### src/rtl/cct_pkg.sv
package cct_pkg;
  localparam int AW      = 3;
  localparam int SEL_W   = 3;
  localparam int MAX_SEL = 5;
  localparam int PRE_W   = 2 * MAX_SEL;

  localparam logic [AW-1:0] ADDR_CTRL = 3'd0;
  localparam logic [AW-1:0] ADDR_MODE = 3'd1;
  localparam logic [AW-1:0] ADDR_STAT = 3'd2;
  localparam logic [AW-1:0] ADDR_CNT  = 3'd3;
  localparam logic [AW-1:0] ADDR_GR0  = 3'd4;

  typedef enum logic [1:0] {
    ACT_KEEP = 2'd0, ACT_LOW = 2'd1, ACT_HIGH = 2'd2, ACT_FLIP = 2'd3
  } pin_act_e;

  // low bits of the divider that must all be set for a step
  function automatic logic [PRE_W-1:0] pre_mask(input logic [SEL_W-1:0] sel);
    logic [SEL_W-1:0] s;
    logic [PRE_W:0]   one;
    s   = (sel > SEL_W'(MAX_SEL)) ? SEL_W'(MAX_SEL) : sel;
    one = (PRE_W+1)'(1) << (2 * s);
    return one[PRE_W-1:0] - PRE_W'(1);
  endfunction

  function automatic logic edge_hit(input logic [1:0] esel, input logic rise, input logic fall);
    return (esel[0] & rise) | (esel[1] & fall);
  endfunction

  function automatic logic apply_act(input logic [1:0] act, input logic cur);
    case (pin_act_e'(act))
      ACT_LOW:  return 1'b0;
      ACT_HIGH: return 1'b1;
      ACT_FLIP: return ~cur;
      default:  return cur;
    endcase
  endfunction
endpackage

### src/rtl/cct_prescaler.sv
module cct_prescaler
  import cct_pkg::*;
(
  input  logic             clk,
  input  logic             rst_n,
  input  logic             run,
  input  logic [SEL_W-1:0] sel,
  output logic             tick
);
  logic [PRE_W-1:0] pre_q;
  logic [PRE_W-1:0] mask;

  assign mask = pre_mask(sel);
  assign tick = run && ((pre_q & mask) == mask);

  always_ff @(posedge clk or negedge rst_n) begin
    if (!rst_n)    pre_q <= '0;
    else if (!run) pre_q <= '0;
    else           pre_q <= pre_q + 1'b1;
  end
endmodule

### src/rtl/cct_edge_det.sv
module cct_edge_det (
  input  logic clk,
  input  logic rst_n,
  input  logic din,
  output logic rise,
  output logic fall
);
  // [0],[1] synchroniser, [2] previous synchronised level
  logic [2:0] sh_q;

  always_ff @(posedge clk or negedge rst_n) begin
    if (!rst_n) sh_q <= '0;
    else        sh_q <= {sh_q[1:0], din};
  end

  assign rise = sh_q[1] & ~sh_q[2];
  assign fall = ~sh_q[1] & sh_q[2];
endmodule

### src/rtl/cc_timer_chan.sv
module cc_timer_chan
  import cct_pkg::*;
#(
  parameter int CW   = 16,
  parameter int NGR  = 4,
  parameter int NPIN = 2
) (
  input  logic            clk,
  input  logic            rst_n,
  input  logic            wr_en,
  input  logic [AW-1:0]   wr_addr,
  input  logic [CW-1:0]   wr_data,
  input  logic [AW-1:0]   rd_addr,
  output logic [CW-1:0]   rd_data,
  input  logic            sync_clr,
  input  logic [NPIN-1:0] pin_in,
  output logic [NPIN-1:0] pin_out,
  output logic [NPIN-1:0] pin_oe
);
  localparam int NPRI = NGR / 2;
  localparam int GIW  = $clog2(NGR);

  logic [SEL_W-1:0]      sel_q;
  logic                  run_q;
  logic [2:0]            clr_src_q;
  logic [NPRI-1:0]       buf_q;
  logic [NGR-1:0][3:0]   mode_q;
  logic [CW-1:0]         gr_q [NGR];
  logic [NGR-1:0]        flag_q;
  logic                  ovf_q;
  logic [CW-1:0]         cnt_q;
  logic [NPIN-1:0]       pout_q;

  logic                  tick;
  logic [NPIN-1:0]       rise_w, fall_w;
  logic [NGR-1:0]        match_ev, cap_ev, is_buf, wr_gr;
  logic                  wr_ctrl, wr_mode, wr_stat, wr_cnt;
  logic                  clr_by_match, clr_by_cap, ovf_set;

  assign wr_ctrl = wr_en && (wr_addr == ADDR_CTRL);
  assign wr_mode = wr_en && (wr_addr == ADDR_MODE);
  assign wr_stat = wr_en && (wr_addr == ADDR_STAT);
  assign wr_cnt  = wr_en && (wr_addr == ADDR_CNT);

  cct_prescaler u_pre (
    .clk(clk), .rst_n(rst_n), .run(run_q), .sel(sel_q), .tick(tick)
  );

  for (genvar p = 0; p < NPIN; p++) begin : g_pin
    cct_edge_det u_edge (
      .clk(clk), .rst_n(rst_n), .din(pin_in[p]), .rise(rise_w[p]), .fall(fall_w[p])
    );
    assign pin_oe[p] = ~mode_q[p][3];
    always_ff @(posedge clk or negedge rst_n) begin
      if (!rst_n)           pout_q[p] <= 1'b0;
      else if (match_ev[p]) pout_q[p] <= apply_act(mode_q[p][1:0], pout_q[p]);
    end
  end
  assign pin_out = pout_q;

  // per-register events
  for (genvar k = 0; k < NGR; k++) begin : g_evt
    localparam int PI = k % NPIN;
    if (k >= NPRI) begin : g_shadow
      assign is_buf[k] = buf_q[k-NPRI];
    end else begin : g_primary
      assign is_buf[k] = 1'b0;
    end
    assign wr_gr[k]    = wr_en && (wr_addr == ADDR_GR0 + AW'(k));
    assign match_ev[k] = tick && !mode_q[k][3] && !is_buf[k] && (cnt_q == gr_q[k]);
    assign cap_ev[k]   = mode_q[k][3] && !is_buf[k] &&
                         edge_hit(mode_q[k][1:0], rise_w[PI], fall_w[PI]);
  end

  // general registers, shadow links by position
  for (genvar k = 0; k < NGR; k++) begin : g_gr
    if (k < NPRI) begin : g_pri
      always_ff @(posedge clk or negedge rst_n) begin
        if (!rst_n)                         gr_q[k] <= '1;
        else if (cap_ev[k])                 gr_q[k] <= cnt_q;
        else if (buf_q[k] && match_ev[k])   gr_q[k] <= gr_q[k+NPRI];
        else if (wr_gr[k])                  gr_q[k] <= wr_data;
      end
    end else begin : g_sec
      always_ff @(posedge clk or negedge rst_n) begin
        if (!rst_n)                            gr_q[k] <= '1;
        else if (cap_ev[k])                    gr_q[k] <= cnt_q;
        else if (is_buf[k] && cap_ev[k-NPRI])  gr_q[k] <= gr_q[k-NPRI];
        else if (wr_gr[k])                     gr_q[k] <= wr_data;
      end
    end
  end

  always_comb begin
    clr_by_match = 1'b0;
    clr_by_cap   = 1'b0;
    for (int k = 0; k < NGR; k++) begin
      if (clr_src_q == 3'(k + 1)) begin
        clr_by_match = match_ev[k];
        clr_by_cap   = cap_ev[k];
      end
    end
  end

  assign ovf_set = tick && (cnt_q == '1) && !clr_by_match && !clr_by_cap && !sync_clr && !wr_cnt;

  always_ff @(posedge clk or negedge rst_n) begin
    if (!rst_n)          cnt_q <= '0;
    else if (sync_clr)   cnt_q <= '0;
    else if (wr_cnt)     cnt_q <= wr_data;
    else if (clr_by_cap) cnt_q <= '0;
    else if (tick)       cnt_q <= clr_by_match ? '0 : cnt_q + 1'b1;
  end

  always_ff @(posedge clk or negedge rst_n) begin
    if (!rst_n) begin
      sel_q <= '0; run_q <= 1'b0; clr_src_q <= '0; buf_q <= '0; mode_q <= '0;
      flag_q <= '0; ovf_q <= 1'b0;
    end else begin
      if (wr_ctrl) begin
        sel_q     <= wr_data[2:0];
        run_q     <= wr_data[3];
        clr_src_q <= wr_data[6:4];
        buf_q     <= wr_data[7 +: NPRI];
      end
      if (wr_mode) mode_q <= wr_data[4*NGR-1:0];
      flag_q <= (flag_q & ~(wr_stat ? wr_data[NGR-1:0] : '0)) | match_ev | cap_ev;
      ovf_q  <= (ovf_q & ~(wr_stat & wr_data[NGR])) | ovf_set;
    end
  end

  always_comb begin
    case (rd_addr)
      ADDR_CTRL: rd_data = CW'({buf_q, clr_src_q, run_q, sel_q});
      ADDR_MODE: rd_data = CW'(mode_q);
      ADDR_STAT: rd_data = CW'({ovf_q, flag_q});
      ADDR_CNT:  rd_data = cnt_q;
      default:   rd_data = gr_q[rd_addr[GIW-1:0]];
    endcase
  end
endmodule

### config.mk
export PLATFORM = sky130hd
export DESIGN_NAME = cc_timer_chan
export DESIGN_NICKNAME = d
export VERILOG_FILES = /design/src/rtl/cct_pkg.sv /design/src/rtl/cct_prescaler.sv /design/src/rtl/cct_edge_det.sv /design/src/rtl/cc_timer_chan.sv
export SDC_FILE = /design/constraint.sdc
export NUM_CORES = 1
export LEC_CHECK = 0
export ABC_AREA = 1
export BUFFER_PORTS_ARGS = -buffer_cell sky130_fd_sc_hd__buf_2
export CORE_ASPECT_RATIO = 1.4
export CORE_UTILIZATION = 45
export CTS_CLUSTER_DIAMETER = 40
export DETAILED_ROUTE_END_ITERATION = 10
export HOLD_SLACK_MARGIN = 0.08
export PLACE_DENSITY = 0.68
export SLEW_MARGIN = 10
export SYNTH_ARGS = -nofsm -noshare
export SYNTH_HDL_FRONTEND = slang
export SYNTH_SLANG_ARGS = --single-unit
### constraint.sdc
create_clock -name clk -period 4.4 [get_ports clk]
set_clock_uncertainty 0.1 [all_clocks]
set_input_delay 0.44 -clock clk [delete_from_list [all_inputs] [get_ports clk]]
set_output_delay 0.44 -clock clk [all_outputs]
set_load 0.02 [all_outputs]
==> flow_summary.json <==
{
  "syn_to_final_growth_pct": 10.93,
  "die_h_um": 167.6,
  "num_rows": 60,
  "antenna_cells": 0,
  "synth_seq_cells": 128,
  "io_buffers": 47,
  "clock-root-buffer": "clkbuf_16",
  "worst_setup_path_start_kind": "register",
  "drt_iter0_markers": 1076,
  "worstReg2RegStart": "mode_q[12]$_DFFE_PN0P_",
  "fin_crit_sh": 0.7607,
  "clockBufferDepth": 2,
  "synth_top_family_by_area": "simple AND/OR/NAND/NOR gates",
  "slew_headroom": 0.2880,
  "synth.avg_cell_area_um2": 6.947,
  "fin_crit_ps": 3347,
  "synth_cell_types": 54,
  "regArea_um2": 3283,
  "max_cap_violations": 0,
  "setup_tns_ps": 0,
  "worstPathArrival_ps": 3570,
  "synth_mux_area_frac": 0,
  "status": "complete, no violations",
  "r2r_end": "cnt_q[11]$_DFFE_PN0P_",
  "hold_end": "gr_q[24]$_DFFE_PN1P_",
  "synth_area_um2": 8816,
  "die_w_um": 120.3,
  "multiInputGateArea_um2": 4584,
  "worstPathRequired_ps": 4630,
  "path_clk_slew_ps": 60,
  "ios": 48,
  "synthArstFlopShare": 1.000,
  "synth_compound_area_frac": 0.2298,
  "hold_start": "wr_data[8]",
  "initial_core_util": 0.4587,
  "yosys_warnings": 0,
  "clock_sinks": 128,
  "grt_max_degree": 66,
  "clock_latency_ps": 440,
  "cp_max_fo": 22,
  "grt_setup_unrepaired": "false",
  "synth-simple-area-share": 0.2636,
  "power.leakage_nw": 4.762,
  "grt_pass1_wl_um": 49580,
  "hold_viol_final": 0,
  "wl_per_cell_um": 20.60,
  "fin_cells": 1547,
  "synthAdderAreaFrac": 0.004258,
  "die-area_um2": 20160,
  "drv_slew": 0,
  "fmax_mhz": 298.8,
  "ant_nets": 0,
  "end_kind": "register",
  "antenna_found_initial": 0,
  "finalNetCount": 1317,
  "drt_wl_total_um": 31870,
  "fillers": 1947,
  "peakVddDrop_mv": 0.2718,
  "syn_inst": 1269,
  "numCtsBuffers": 17,
  "dp_hpwl_um": 23190,
  "drt_pass1_iterations": 8,
  "viasPerCell": 5.999,
  "setup_viol": 0,
  "r2r_cells": 12,
  "power_per_cell_area_nw_per_um2": 521.7,
  "worstHoldPathType": "input port to register",
  "cts_setup_buffers": 0,
  "core_area_um2": 19220,
  "synth_xor_area_frac": 0.02186,
  "r2r_setup_slack_ps": 1050,
  "dp_slack_ps": 1084,
  "synthFlopType": "dfstp_2",
  "gp_congestion": 0.9467,
  "crit_type": "register to register",
  "place_inst": 1512,
  "drc": 0,
  "grt_remaining_overflow": 0,
  "route.vias.total": 9281,
  "grt_pass1_vias": 8638,
  "grtUsageTotal": 0.3258,
  "htreeDepth": 4,
  "setup_ws_ps": 1053,
  "seq_area_frac_synth": 0.3724,
  "worst_pin_slew_ps": 1064,
  "syn-num-nets": 1300,
  "cts_tree": "built",
  "hold_depth": 3,
  "drive_above_1_share": 0.1455,
  "synth_edf_count": 0
}
-- layout make-up --
| type | count | area share |
|---|---|---|
| clock buffers | 17 | 0.04350 |
| flip-flops and latches | 128 | 0.3357 |
| inverters | 159 | 0.06128 |
| multi-input cells | 917 | 0.4688 |
| repair buffers | 63 | 0.03774 |
| clock inverters | 15 | 0.02124 |
| well taps | 248 | 0.03173 |
-- metal layers --
layer	track usage	vias up	part of all wire
li1	-	4260	-
met4	0.1567	0	0.047
met5	0	-	0
met1	0.4249	4274	0.39
met3	0.06710	126	0.10
met2	0.5127	621	0.46
-- report_power, final --
| group | switching (mW) | internal [mW] |
|---|---|---|
| Combinational | 0.907 | 0.503 |
| Clock | 0.610 | 0.957 |
| Sequential | 0.424 | 1.70 |
-- registers in the layout (all words and copies together), names as in the netlist, 2 cells and up --
name               count
flag_q                 4
g_pin.u_edge.sh_q      6
cnt_q                 16
mode_q                16
gr_q                  64
pin_out                2
sel_q                  3
clr_src_q              3
u_pre.pre_q           10
buf_q                  2
-- cell usage in the layout, fill, tap and decap left out, types with 4 or more instances in the layout --
| cell type | instances |
|---|---|
| nand2_1 | 384 |
| inv_1 | 148 |
| o21ai_0 | 115 |
| a21oi_1 | 82 |
| nor2_1 | 81 |
| dfrtp_1 | 64 |
| dfstp_2 | 64 |
| buf_2 | 46 |
| nand3_1 | 38 |
| o211ai_1 | 30 |
| o22ai_1 | 24 |
| nand4_1 | 19 |
| a22oi_1 | 17 |
| o21ai_1 | 17 |
| clkbuf_16 | 17 |
| a221oi_1 | 16 |
| xor2_1 | 13 |
| buf_4 | 13 |
| nor3_1 | 11 |
| xnor2_1 | 9 |
| inv_2 | 8 |
| o2111ai_1 | 6 |
| a211oi_1 | 5 |
| nand2_2 | 5 |
| o221ai_1 | 5 |
| inv_6 | 5 |
| bufinv_16 | 4 |
-- critical path, stage by stage (launching register included) --
cell	delay (ps)
dfrtp_1	380
inv_1	140
o22ai_1	110
nand3_1	550
inv_2	410
nand2_1	150
nand2_1	90
a21oi_4	420
nand2_2	150
nor2_4	380
nor2_4	170
nand2_1	110
nand2_1	60
-- cell families after synthesis --
kind of cell / count (synthesis)
buffers and inverters: 224
adders and majority gates: 3
and+or+nand+nor: 555
AOI/OAI and AO/OA: 337
DFF: 128
xor gates and xnor gates: 22
-- worst max-delay path by stage --
stage | start | endpoint | cells past startpoint
floorplan | sel_q[0]$_DFFE_PN0P_ | cnt_q[10]$_DFFE_PN0P_ | 16
global placement | mode_q[12]$_DFFE_PN0P_ | cnt_q[10]$_DFFE_PN0P_ | 12
detailed placement | mode_q[13]$_DFFE_PN0P_ | cnt_q[0]$_DFFE_PN0P_ | 12
CTS | mode_q[12]$_DFFE_PN0P_ | cnt_q[0]$_DFFE_PN0P_ | 12
global route | mode_q[12]$_DFFE_PN0P_ | cnt_q[5]$_DFFE_PN0P_ | 12
finish | mode_q[12]$_DFFE_PN0P_ | cnt_q[11]$_DFFE_PN0P_ | 12
-- synth_stat cells, types with 5 or more instances --
cell type  number  area [µm²]
nand2_1       384        1441
inv_1         148       555.5
o21ai_0       115       575.6
a21oi_1        82       410.4
nor2_1         81       304.0
dfrtp_1        64        1602
dfstp_2        64        1682
nand3_1        38       190.2
o211ai_1       30       225.2
clkbuf_1       29       108.9
o22ai_1        24       150.1
buf_2          19       95.09
nand4_1        19       118.9
a22oi_1        17       127.6
o21ai_1        17       85.08
a221oi_1       16       140.1
xor2_1         13       113.9
nor3_1         11       55.05
buf_4           9       67.56
xnor2_1         9       78.83
inv_2           8       30.03
buf_6           7       78.83
a211oi_1        6       45.04
o2111ai_1       6       52.55
nand2_2         5       31.28
o221ai_1        5       43.79
-- per-stage QoR --
step           utilization  instance area (µm²)  hold slack, ps  power (mW)
3_3_place_gp        0.4743                 9116           247.1       3.473
3_5_place_dp        0.4743                 9116           240.2       3.487
5_1_grt             0.5089                 9779           174.9       5.351
2_1_floorplan            -                 8816           44.41       2.990
6_report            0.5089                 9779           159.5       5.102
4_1_cts             0.5089                 9779           159.9       5.057
-- repair_timing --
action	in CTS	in global routing
hold buffers	3	0
hold endpoints to repair	46	0
gates resized for setup	0	0
No activity file was read; power rests on OpenSTA's default activity.
